File: config.mk
export PLATFORM = sky130hd
export DESIGN_NAME = sram_async_ctrl
export DESIGN_NICKNAME = d
export VERILOG_FILES = /design/src/rtl/sram_ctrl_pkg.sv /design/src/rtl/sram_phase_timer.sv /design/src/rtl/sram_req_latch.sv /design/src/rtl/sram_seq_fsm.sv /design/src/rtl/sram_async_ctrl.sv
export SDC_FILE = /design/constraint.sdc
export NUM_CORES = 1
export LEC_CHECK = 0
export ABC_AREA = 1
export BUFFER_PORTS_ARGS = -buffer_cell sky130_fd_sc_hd__buf_2
export CORE_MARGIN = 1.5
export CORE_UTILIZATION = 47
export CTS_CLUSTER_DIAMETER = 60
export CTS_CLUSTER_SIZE = 16
export DETAILED_ROUTE_END_ITERATION = 12
export PLACE_DENSITY_LB_ADDON = 0.1
export SLEW_MARGIN = 40
export SYNTH_ARGS = -nofsm -noshare
export SYNTH_HDL_FRONTEND = slang
export SYNTH_SLANG_ARGS = --single-unit
File: constraint.sdc
create_clock -name clk -period 2.2 [get_ports clk]
set_input_delay 0.44 -clock clk [delete_from_list [all_inputs] [get_ports clk]]
set_output_delay 0.44 -clock clk [all_outputs]
set_load 0.005 [all_outputs]
File: src/rtl/sram_ctrl_pkg.sv
`timescale 1ns/1ps
// Package: shared state encoding, pin bundle and timing arithmetic for the
// asynchronous SRAM controller. Assumes all times are whole nanoseconds.
package sram_ctrl_pkg;

    typedef enum logic [2:0] {
        ST_IDLE     = 3'd0,
        ST_RD_ACC   = 3'd1,
        ST_RD_TURN  = 3'd2,
        ST_WR_SETUP = 3'd3,
        ST_WR_PULSE = 3'd4,
        ST_WR_REC   = 3'd5
    } seq_state_t;

    typedef struct packed {
        logic sel_n;   // active-low select
        logic sel;     // active-high select
        logic oe_n;    // output enable, low = memory drives
        logic rw;      // 1 read, 0 write
        logic dq_oe;   // controller drives the data pads
    } pin_ctrl_t;

    localparam pin_ctrl_t PINS_STANDBY = '{sel_n: 1'b1, sel: 1'b0, oe_n: 1'b1, rw: 1'b1, dq_oe: 1'b0};

    // Whole clocks needed to cover t_ns at a clock period of clk_ns.
    function automatic int unsigned clocks_for(input int unsigned t_ns, input int unsigned clk_ns);
        return (t_ns + clk_ns - 1) / clk_ns;
    endfunction

    function automatic int unsigned max_u(input int unsigned a, input int unsigned b);
        return (a > b) ? a : b;
    endfunction

    // Pin levels that belong to each sequencer state.
    function automatic pin_ctrl_t pins_for(input seq_state_t st);
        pin_ctrl_t p;
        p = PINS_STANDBY;
        case (st)
            ST_RD_ACC: begin
                p.sel_n = 1'b0; p.sel = 1'b1; p.oe_n = 1'b0;
            end
            ST_WR_SETUP, ST_WR_REC: begin
                p.rw = 1'b0; p.dq_oe = 1'b1;
            end
            ST_WR_PULSE: begin
                p.sel_n = 1'b0; p.sel = 1'b1; p.rw = 1'b0; p.dq_oe = 1'b1;
            end
            default: p = PINS_STANDBY;
        endcase
        return p;
    endfunction

endpackage

File: src/rtl/sram_phase_timer.sv
`timescale 1ns/1ps
// Phase timer: a down-counter loaded at the start of each phase; 'last'
// marks the final clock of the phase. Assumes load values are count-1.
module sram_phase_timer #(
    parameter int unsigned CNT_W = 4
) (
    input  logic             clk,
    input  logic             rst_n,
    input  logic             load,
    input  logic [CNT_W-1:0] load_val,
    output logic             last
);
    logic [CNT_W-1:0] cnt_q;

    // Load on phase entry, otherwise count down and rest at zero.
    always_ff @(posedge clk) begin
        if (!rst_n)             cnt_q <= '0;
        else if (load)          cnt_q <= load_val;
        else if (cnt_q != '0)   cnt_q <= cnt_q - 1'b1;
    end

    assign last = (cnt_q == '0);
endmodule

File: src/rtl/sram_req_latch.sv
`timescale 1ns/1ps
// Request latch: holds address and write data of the accepted request so
// they stay steady on the pins for the whole memory cycle.
module sram_req_latch #(
    parameter int unsigned ADDR_W = 19,
    parameter int unsigned DATA_W = 8
) (
    input  logic              clk,
    input  logic              rst_n,
    input  logic              accept,
    input  logic [ADDR_W-1:0] addr_in,
    input  logic [DATA_W-1:0] wdata_in,
    output logic [ADDR_W-1:0] addr_q,
    output logic [DATA_W-1:0] wdata_q
);
    // Capture the request fields on the accepting edge only.
    always_ff @(posedge clk) begin
        if (!rst_n) begin
            addr_q  <= '0;
            wdata_q <= '0;
        end else if (accept) begin
            addr_q  <= addr_in;
            wdata_q <= wdata_in;
        end
    end
endmodule

File: src/rtl/sram_seq_fsm.sv
`timescale 1ns/1ps
// Access sequencer: walks read and write phases, loads the phase timer,
// registers the memory control pins and the acknowledge. Assumes every
// phase count is at least 1.
module sram_seq_fsm
    import sram_ctrl_pkg::*;
#(
    parameter int unsigned CNT_W    = 4,
    parameter int unsigned RD_CYC   = 6,
    parameter int unsigned TURN_CYC = 3,
    parameter int unsigned WP_CYC   = 5,
    parameter int unsigned REC_CYC  = 1
) (
    input  logic             clk,
    input  logic             rst_n,
    input  logic             req,
    input  logic             req_we,
    input  logic             tmr_last,
    output logic             tmr_load,
    output logic [CNT_W-1:0] tmr_val,
    output logic             accept,
    output logic             cap_en,
    output logic             ack,
    output pin_ctrl_t        pins
);
    seq_state_t st_q, st_nxt;
    logic       ack_q, ack_nxt;
    pin_ctrl_t  pins_q;

    // Next state, timer loads, capture strobe and completion.
    always_comb begin
        st_nxt   = st_q;
        tmr_load = 1'b0;
        tmr_val  = '0;
        accept   = 1'b0;
        cap_en   = 1'b0;
        ack_nxt  = 1'b0;
        case (st_q)
            ST_IDLE: begin
                if (req && !ack_q) begin
                    accept   = 1'b1;
                    tmr_load = 1'b1;
                    if (req_we) begin
                        st_nxt  = ST_WR_SETUP;
                        tmr_val = '0;
                    end else begin
                        st_nxt  = ST_RD_ACC;
                        tmr_val = CNT_W'(RD_CYC - 1);
                    end
                end
            end
            ST_RD_ACC: begin
                if (tmr_last) begin
                    cap_en   = 1'b1;
                    st_nxt   = ST_RD_TURN;
                    tmr_load = 1'b1;
                    tmr_val  = CNT_W'(TURN_CYC - 1);
                end
            end
            ST_RD_TURN: begin
                if (tmr_last) begin
                    st_nxt  = ST_IDLE;
                    ack_nxt = 1'b1;
                end
            end
            ST_WR_SETUP: begin
                if (tmr_last) begin
                    st_nxt   = ST_WR_PULSE;
                    tmr_load = 1'b1;
                    tmr_val  = CNT_W'(WP_CYC - 1);
                end
            end
            ST_WR_PULSE: begin
                if (tmr_last) begin
                    st_nxt   = ST_WR_REC;
                    tmr_load = 1'b1;
                    tmr_val  = CNT_W'(REC_CYC - 1);
                end
            end
            ST_WR_REC: begin
                if (tmr_last) begin
                    st_nxt  = ST_IDLE;
                    ack_nxt = 1'b1;
                end
            end
            default: st_nxt = ST_IDLE;
        endcase
    end

    // State, acknowledge and glitch-free registered pins.
    always_ff @(posedge clk) begin
        if (!rst_n) begin
            st_q   <= ST_IDLE;
            ack_q  <= 1'b0;
            pins_q <= PINS_STANDBY;
        end else begin
            st_q   <= st_nxt;
            ack_q  <= ack_nxt;
            pins_q <= pins_for(st_nxt);
        end
    end

    assign ack  = ack_q;
    assign pins = pins_q;
endmodule

File: src/rtl/sram_async_ctrl.sv
`timescale 1ns/1ps
// Asynchronous SRAM controller top: converts nanosecond timing parameters
// into clock counts and ties the request latch, phase timer, sequencer and
// read capture register together. Assumes one access at a time and a pad
// ring that joins sram_dq_out/sram_dq_oe/sram_dq_in.
module sram_async_ctrl
    import sram_ctrl_pkg::*;
#(
    parameter int unsigned ADDR_W    = 19,
    parameter int unsigned DATA_W    = 8,
    parameter int unsigned CLK_NS    = 10,
    parameter int unsigned T_RC_NS   = 55,
    parameter int unsigned T_AA_NS   = 55,
    parameter int unsigned T_OE_NS   = 30,
    parameter int unsigned T_REL_NS  = 25,
    parameter int unsigned T_WC_NS   = 55,
    parameter int unsigned T_WP_NS   = 45,
    parameter int unsigned T_CW_NS   = 50,
    parameter int unsigned T_DS_NS   = 25
) (
    input  logic              clk,
    input  logic              rst_n,
    input  logic              req,
    input  logic              req_we,
    input  logic [ADDR_W-1:0] req_addr,
    input  logic [DATA_W-1:0] req_wdata,
    output logic              ack,
    output logic [DATA_W-1:0] rdata,
    output logic [ADDR_W-1:0] sram_addr,
    output logic              sram_cs_n,
    output logic              sram_cs,
    output logic              sram_oe_n,
    output logic              sram_rw,
    output logic [DATA_W-1:0] sram_dq_out,
    output logic              sram_dq_oe,
    input  logic [DATA_W-1:0] sram_dq_in
);
    localparam int unsigned RD_CYC   = max_u(max_u(clocks_for(T_RC_NS, CLK_NS),
                                                   clocks_for(T_AA_NS, CLK_NS)),
                                             max_u(clocks_for(T_OE_NS, CLK_NS), 1));
    localparam int unsigned TURN_CYC = max_u(clocks_for(T_REL_NS, CLK_NS), 1);
    localparam int unsigned WP_CYC   = max_u(max_u(clocks_for(T_WP_NS, CLK_NS),
                                                   clocks_for(T_CW_NS, CLK_NS)),
                                             max_u(clocks_for(T_DS_NS, CLK_NS), 1));
    localparam int unsigned WC_CYC   = clocks_for(T_WC_NS, CLK_NS);
    localparam int unsigned REC_CYC  = (WC_CYC > WP_CYC + 2) ? (WC_CYC - 1 - WP_CYC) : 1;
    localparam int unsigned MAX_CYC  = max_u(max_u(RD_CYC, TURN_CYC), max_u(WP_CYC, REC_CYC));
    localparam int unsigned CNT_W    = $clog2(MAX_CYC + 1);

    logic             accept;
    logic             cap_en;
    logic             tmr_load;
    logic             tmr_last;
    logic [CNT_W-1:0] tmr_val;
    pin_ctrl_t        pins;
    logic [DATA_W-1:0] rdata_q;

    sram_req_latch #(.ADDR_W(ADDR_W), .DATA_W(DATA_W)) u_latch (
        .clk      (clk),
        .rst_n    (rst_n),
        .accept   (accept),
        .addr_in  (req_addr),
        .wdata_in (req_wdata),
        .addr_q   (sram_addr),
        .wdata_q  (sram_dq_out)
    );

    sram_phase_timer #(.CNT_W(CNT_W)) u_timer (
        .clk      (clk),
        .rst_n    (rst_n),
        .load     (tmr_load),
        .load_val (tmr_val),
        .last     (tmr_last)
    );

    sram_seq_fsm #(
        .CNT_W    (CNT_W),
        .RD_CYC   (RD_CYC),
        .TURN_CYC (TURN_CYC),
        .WP_CYC   (WP_CYC),
        .REC_CYC  (REC_CYC)
    ) u_seq (
        .clk      (clk),
        .rst_n    (rst_n),
        .req      (req),
        .req_we   (req_we),
        .tmr_last (tmr_last),
        .tmr_load (tmr_load),
        .tmr_val  (tmr_val),
        .accept   (accept),
        .cap_en   (cap_en),
        .ack      (ack),
        .pins     (pins)
    );

    // Read capture: sample the data pads on the last access clock.
    always_ff @(posedge clk) begin
        if (!rst_n)      rdata_q <= '0;
        else if (cap_en) rdata_q <= sram_dq_in;
    end

    assign rdata      = rdata_q;
    assign sram_cs_n  = pins.sel_n;
    assign sram_cs    = pins.sel;
    assign sram_oe_n  = pins.oe_n;
    assign sram_rw    = pins.rw;
    assign sram_dq_oe = pins.dq_oe;
endmodule

# ---- Yosys cells after proc, flatten, opt, wreduce, memory -nomap -nowiden
# Cells that the tools add are included.
# W data, S select, Z words.
dict set report op_classes {
  addsub 1
  mul 0
  div 0
  n_lt_le_gt_ge 0
  eq_ne 9
  shift 0
  mux 22
  bitwise 0
  n_reduce_logical 11
}
# cell count
set op_table {}
lappend op_table {{$mux W3} 10}
lappend op_table {{$pmux W3 S5} 1}
lappend op_table {{$eq A3 B3 Y1 const B} 4}
lappend op_table {{$eq A3 B2 Y1 const B} 3}
lappend op_table {{$pmux W3 S3} 1}
lappend op_table {{$mux W2} 4}
lappend op_table {{$eq A3 B1 Y1 const B} 2}
lappend op_table {{$logic_not A3 Y1} 2}
lappend op_table {{$reduce_or A3 Y1} 2}
lappend op_table {{$mux W1} 5}
lappend op_table {{$reduce_or A2 Y1} 2}
lappend op_table {{$reduce_bool A3 Y1} 1}
lappend op_table {{$sub A3 B1 Y3 const B} 1}
lappend op_table {{$pmux W1 S2} 1}
lappend op_table {{$reduce_and A2 Y1} 1}
lappend op_table {{$reduce_bool A2 Y1} 1}
lappend op_table {{$logic_and A1 B1 Y1} 1}
lappend op_table {{$logic_not A1 Y1} 1}
dict set report totals {
  ff_bits 47
  latch_bits 0
  ramBits 0
  rom_bits 0
  in_bits 39
  out_inout_bits 41
  elab_cells 54
  memories 0
}

# ---- Depth between registers and ports, before layout
dict set report logic_depth {
  depth_word 7
  depth_mapped 13
  mapped_depth_nobuf 12
}

# ---- Hierarchy
# A second synthesis with hierarchy kept.
dict set report unflattened {
  cells_unflattened 321
  hier_area_um2 2185.8
}
# module n_inst cells_per_inst area_each_um2 seq_area_each_um2
set modules_own_cells {}
lappend modules_own_cells {sram_req_latch 1 171 1168.6 540.5}
lappend modules_own_cells {sram_seq_fsm 1 70 460.4 180.2}
lappend modules_own_cells {sram_async_ctrl 1 51 356.6 160.2}
lappend modules_own_cells {sram_phase_timer 1 29 200.2 60.1}

# ---- Worst setup path before layout
# OpenSTA, ideal clock, no wires.
dict set report synth_timing {
  path_kind {reg-to-reg}
  start {reg u_timer.cnt_q[0]}
  end {reg u_seq.pins_q, in the netlist u_seq.pins[2]}
  setup_ns 0.114
  arrival_ns 1.443
  t_required_ns 2.086
  path_slack_ns 0.643
  path_stages_with_launch 11
  n_path_buf 1
  period_less_slack_ns 1.557
  cell_sequence {dfxtp_1 inv_1 ha_1 ha_1 buf_4 nand2_2 nor2_1 a21oi_1 nand3_1 nor2_2 inv_1}
}
dict set report synth_between {
  elab_chain_len 5
  word_cells_on_any_way 8
  cone_classes {eq/ne (1); mux (6); reduce/logical (1)}
}
# item line
set synth_rtl {}
lappend synth_rtl {{from (decl)} sram_phase_timer.sv:13} ;# logic [CNT_W-1:0] cnt_q;
lappend synth_rtl {{from (signal assigned)} sram_phase_timer.sv:18} ;# else if (load) cnt_q <= load_val;
lappend synth_rtl {{from (signal assigned)} sram_phase_timer.sv:19} ;# else if (cnt_q != '0) cnt_q <= cnt_q - 1'b1;
lappend synth_rtl {{$logic_not A3 Y1 (*)} sram_phase_timer.sv:22} ;# assign last = (cnt_q == '0);
lappend synth_rtl {{net tmr_last} sram_async_ctrl.sv:53} ;# logic tmr_last;
lappend synth_rtl {{$mux W3, on equally long branches} -}
lappend synth_rtl {{$pmux W3 S5 (*)} sram_seq_fsm.sv:38} ;# case (st_q)
lappend synth_rtl {{$eq A3 B1 Y1 (*)} sram_ctrl_pkg.sv:38} ;# case (st)
lappend synth_rtl {{$mux W1 (*)} sram_ctrl_pkg.sv:38}
lappend synth_rtl {{to (signal assigned)} sram_seq_fsm.sv:99} ;# pins_q <= pins_for(st_nxt);
lappend synth_rtl {{to (decl)} sram_seq_fsm.sv:28} ;# pin_ctrl_t pins_q;
# The timed path passes the listed nets; every way through them passes the cells marked *.
# A chain may end at the register's enable or synchronous reset.

# ---- Worst setup path in the final report
dict set report layout_timing {
  start {reg u_timer.cnt_q[0]}
  end {reg u_seq.pins_q, in the netlist u_seq.pins[1]}
}
dict set report layout_between {
  elab_chain_len 6
  word_cells_on_any_way 11
  cone_classes {eq/ne (3); mux (6); reduce/logical (2)}
}
# item line
set layout_rtl {}
lappend layout_rtl {{$logic_not A3 Y1 (*)} sram_phase_timer.sv:22}
lappend layout_rtl {{net tmr_last} sram_async_ctrl.sv:53}
lappend layout_rtl {{$mux W3, on equally long branches} -}
lappend layout_rtl {{$pmux W3 S5 (*)} sram_seq_fsm.sv:38}
lappend layout_rtl {{$eq A3 B2 Y1 or $eq A3 B3 Y1 (tied branches)} sram_ctrl_pkg.sv:38}
lappend layout_rtl {{$reduce_or A3 Y1 (no source line) (*)} -}
lappend layout_rtl {{$mux W2 (*)} sram_ctrl_pkg.sv:38}
# Marks and branches as above.

==> flow_summary.yaml <==
run_status:
  status: "finished clean"
route:
  wl_um: 4030
  firstDrtPassIters: 4
  vias_per_cell: 4.72
  drc: 0
  num_vias: 1769
  wl_per_cell_um: 10.8
  ant_nets: 0
  drt_iter0_markers: 87
worst_hold_path:
  hold_path_end: "rdata[0]$_SDFFE_PN0P_"
  hold_class: "input port to flip-flop"
  min-delay-start: "sram_dq_in[0]"
  holdPathStages: 3
placed_design:
  io_buffers: 79
  post-dp-hpwl_um: 2880
  dp_worst_setup_slack_ns: 0.392
  dpl.cell_count: 367
  gp_congestion: 0.901
sta:
  tightest_slew_ns: 0.465
  fin_crit_ns: 1.82
  setup_viol: 0
  setup_tns_ns: 0
  fin_crit_sh_pct: 82.9
  layout_setup_ws_ns: 0.376
  skew_ns: 0.00709
  whs_ns: 0.361
  maxSlewViolCount: 0
  fmax_ghz: 0.548
  hold_violations: 0
  slew_headroom_pct: 69.0
  rsz0062_at_grt: "false"
synthesis:
  yosysSeqAreaShare_pct: 50.1
  synth.cell_area_mm2: 0.00188
  synth-edff-count: 0
  synth_top_cell_area_share_pct: 50.1
  synth_top_area_cell: "dfxtp_1"
  yosys.cell_count.top_type: "nor2_1"
  ys.flop_type: "dfxtp_1"
  yosys_warnings: 0
  ys_async_sr_fraction_pct: 0
  netlist_instances: 247
  synth_seq_cells: 47
  yosys-top-cells-count: "nor2_1, dfxtp_1, o21ai_0"
  syn_avg_cell_area_um2: 7.61
  synth_nets: 288
  yosys-top-cells-area: "dfxtp_1, nor2_1, o21ai_0, nand2_1, inv_1"
  synth_cell_types: 27
floorplan:
  coreArea_mm2: 0.00374
  ioPinCount: 80
  die-area_mm2: 0.00439
  rows: 22
  die_y_um: 66.2
  initial_utilization_pct: 50.2
  die_w_um: 66.2
global_route:
  grt_pass1_vias: 1558
  grt_pass1_wl_um: 6670
  grt_util_all_layers_pct: 20.1
  grt_max_degree: 29
  antenna_found_initial: 0
  grt-ovfl-total: 0
setup_path:
  cpMostUsedCell: "nand2_2"
  start_kind: "flip-flop"
  path_class: "flip-flop to flip-flop"
  reg2regPathDepth: 10
  critPathTopFamily: "simple AND/OR/NAND/NOR gates"
  required_ns: 2.40
  arrival_ns: 2.03
  ff2ff_setup_slack_ns: 0.38
  cp_slowest_cell: "nor3_4"
  cp.buffers_inverters: 3
  end_kind: "flip-flop"
  worstReg2RegStart: "u_timer.cnt_q[0]$_SDFFE_PN0P_"
  slowest_delay_ns: 0.33
  crit_chain: "inv_1 -> ha_1 -> ha_1 -> nand2_2 -> nor3_4 -> inv_4 -> nand3_4 -> nand2_2 -> nand2_2 -> inv_1"
  r2r-end: "u_seq.pins[1]$_SDFF_PN1_"
  crit_fanout: 10
power_and_ir_drop:
  pwr_density_cell_mw_per_mm2: 1120
  irDropWorstVdd_mv: 0.580
  p_leak_nw: 1.23
clocking:
  h-tree-depth: 2
  cts.hold.buffers_added: 0
  cts_buffers: 5
  clock_latency_ns: 0.29
  cts_tree: "done"
  post_cts_resized: 0
  cts.sinks: 47
  cts_root_buf: "clkbuf_8"
  postCtsSetupRepairBufs: 0
  cts_buffer_depth: 2
  clk_pin_slew_worst_paths_ns: 0.08
layout:
  drive_gt1_share_pct: 33.0
  nNetsFinal: 367
  final_cells: 375
  antennaDiodeCount: 0
  syn2layout_area_growth_pct: 26.6
run:
  cap_violations: 0
worst max path at each step:
stage                                              from                  endpoint  slack, ns  cells past startpoint
final                     u_timer.cnt_q[0]$_SDFFE_PN0P_  u_seq.pins[1]$_SDFF_PN1_       0.38                     10
after global routing      u_timer.cnt_q[0]$_SDFFE_PN0P_  u_seq.pins[1]$_SDFF_PN1_       0.18                     10
after CTS                 u_timer.cnt_q[0]$_SDFFE_PN0P_  u_seq.pins[1]$_SDFF_PN1_       0.37                     10
after detailed placement  u_timer.cnt_q[0]$_SDFFE_PN0P_  u_seq.pins[1]$_SDFF_PN1_       0.39                     10
after global placement    u_timer.cnt_q[0]$_SDFFE_PN0P_  u_seq.pins[1]$_SDFF_PN1_       0.46                     10
after floorplan           u_timer.cnt_q[0]$_SDFFE_PN0P_  u_seq.pins[2]$_SDFF_PN1_       0.64                     10
layer usage:
metal / vias to the layer above / part of all wire (%) / global-route usage, %
met5: - / 0 / 0
met4: 0 / 1.6 / 9.44
met3: 6 / 6.6 / 6.64
met2: 54 / 45 / 33.5
met1: 776 / 46 / 23.0
li1: 933 / - / -
state kept, by name, indices dropped and copies added, names as in the netlist:
signal	count
u_timer.cnt_q	3
u_seq.st_q	3
u_seq.pins	5
u_seq.ack	1
u_latch.addr_q	19
u_latch.wdata_q	8
rdata	8
report_power, final:
group / internal (mW) / switching [mW] / total (mW) / leakage [nW]
combinational: 0.413 / 0.588 / 1.00 / 0.796
clock: 0.223 / 0.263 / 0.486 / 0.0422
sequential: 1.08 / 0.108 / 1.19 / 0.388
cell type report:
| cell class | instances | area (um2) |
|---|---|---|
| clock buffers | 7 | 76.3 |
| repair buffers | 82 | 418 |
| clock inverters | 1 | 5.00 |
| multi-input cells | 169 | 797 |
| flip-flops and latches | 47 | 941 |
| inverters | 21 | 81.3 |
| fillers | 361 | 1370 |
| well taps | 48 | 60.1 |
worst reg2reg max path, stage by stage, from the launching register on:
cell,delay (ns)
dfxtp_1,0.32
inv_1,0.06
ha_1,0.14
ha_1,0.32
nand2_2,0.17
nor3_4,0.33
inv_4,0.12
nand3_4,0.13
nand2_2,0.06
nand2_2,0.05
inv_1,0.03
cell families after synthesis:
| family | share of synthesized area [%] |
|---|---|
| buffers and inverters | 7.52 |
| and+or+nand+nor | 29.6 |
| AOI/OAI and AO/OA | 11.0 |
| DFF | 50.1 |
| adders and majority gates | 1.33 |
| xor gates and xnor gates | 0.466 |
placed cells by master, fill, tap and decap left out:
cell type,instances
nand2_2,6
nor2_2,5
inv_2,3
buf_4,3
nand3_1,9
inv_4,1
clkinv_2,1
nand3_2,1
nor2_1,81
nor2_4,1
o21ai_1,3
o21ai_0,32
nand3_4,1
clkbuf_1,2
clkbuf_8,5
inv_1,17
nand2_1,19
xor2_1,1
buf_2,79
a211oi_1,1
dfxtp_1,47
nor3_4,1
a21oi_1,3
nand4_1,2
o21ai_2,1
ha_1,2
per-stage QoR:
| stage | area (um2) | power, mW | utilization, % |
|---|---|---|---|
| after floorplan | 1880 | 1.90 | - |
| after global placement | 2300 | 2.20 | 61.4 |
| after detailed placement | 2300 | 2.22 | 61.4 |
| after CTS | 2380 | 2.71 | 63.5 |
| after global routing | 2380 | 2.92 | 63.5 |
| final | 2380 | 2.68 | 63.5 |
Note: power is estimated with default switching activity, not from simulation.
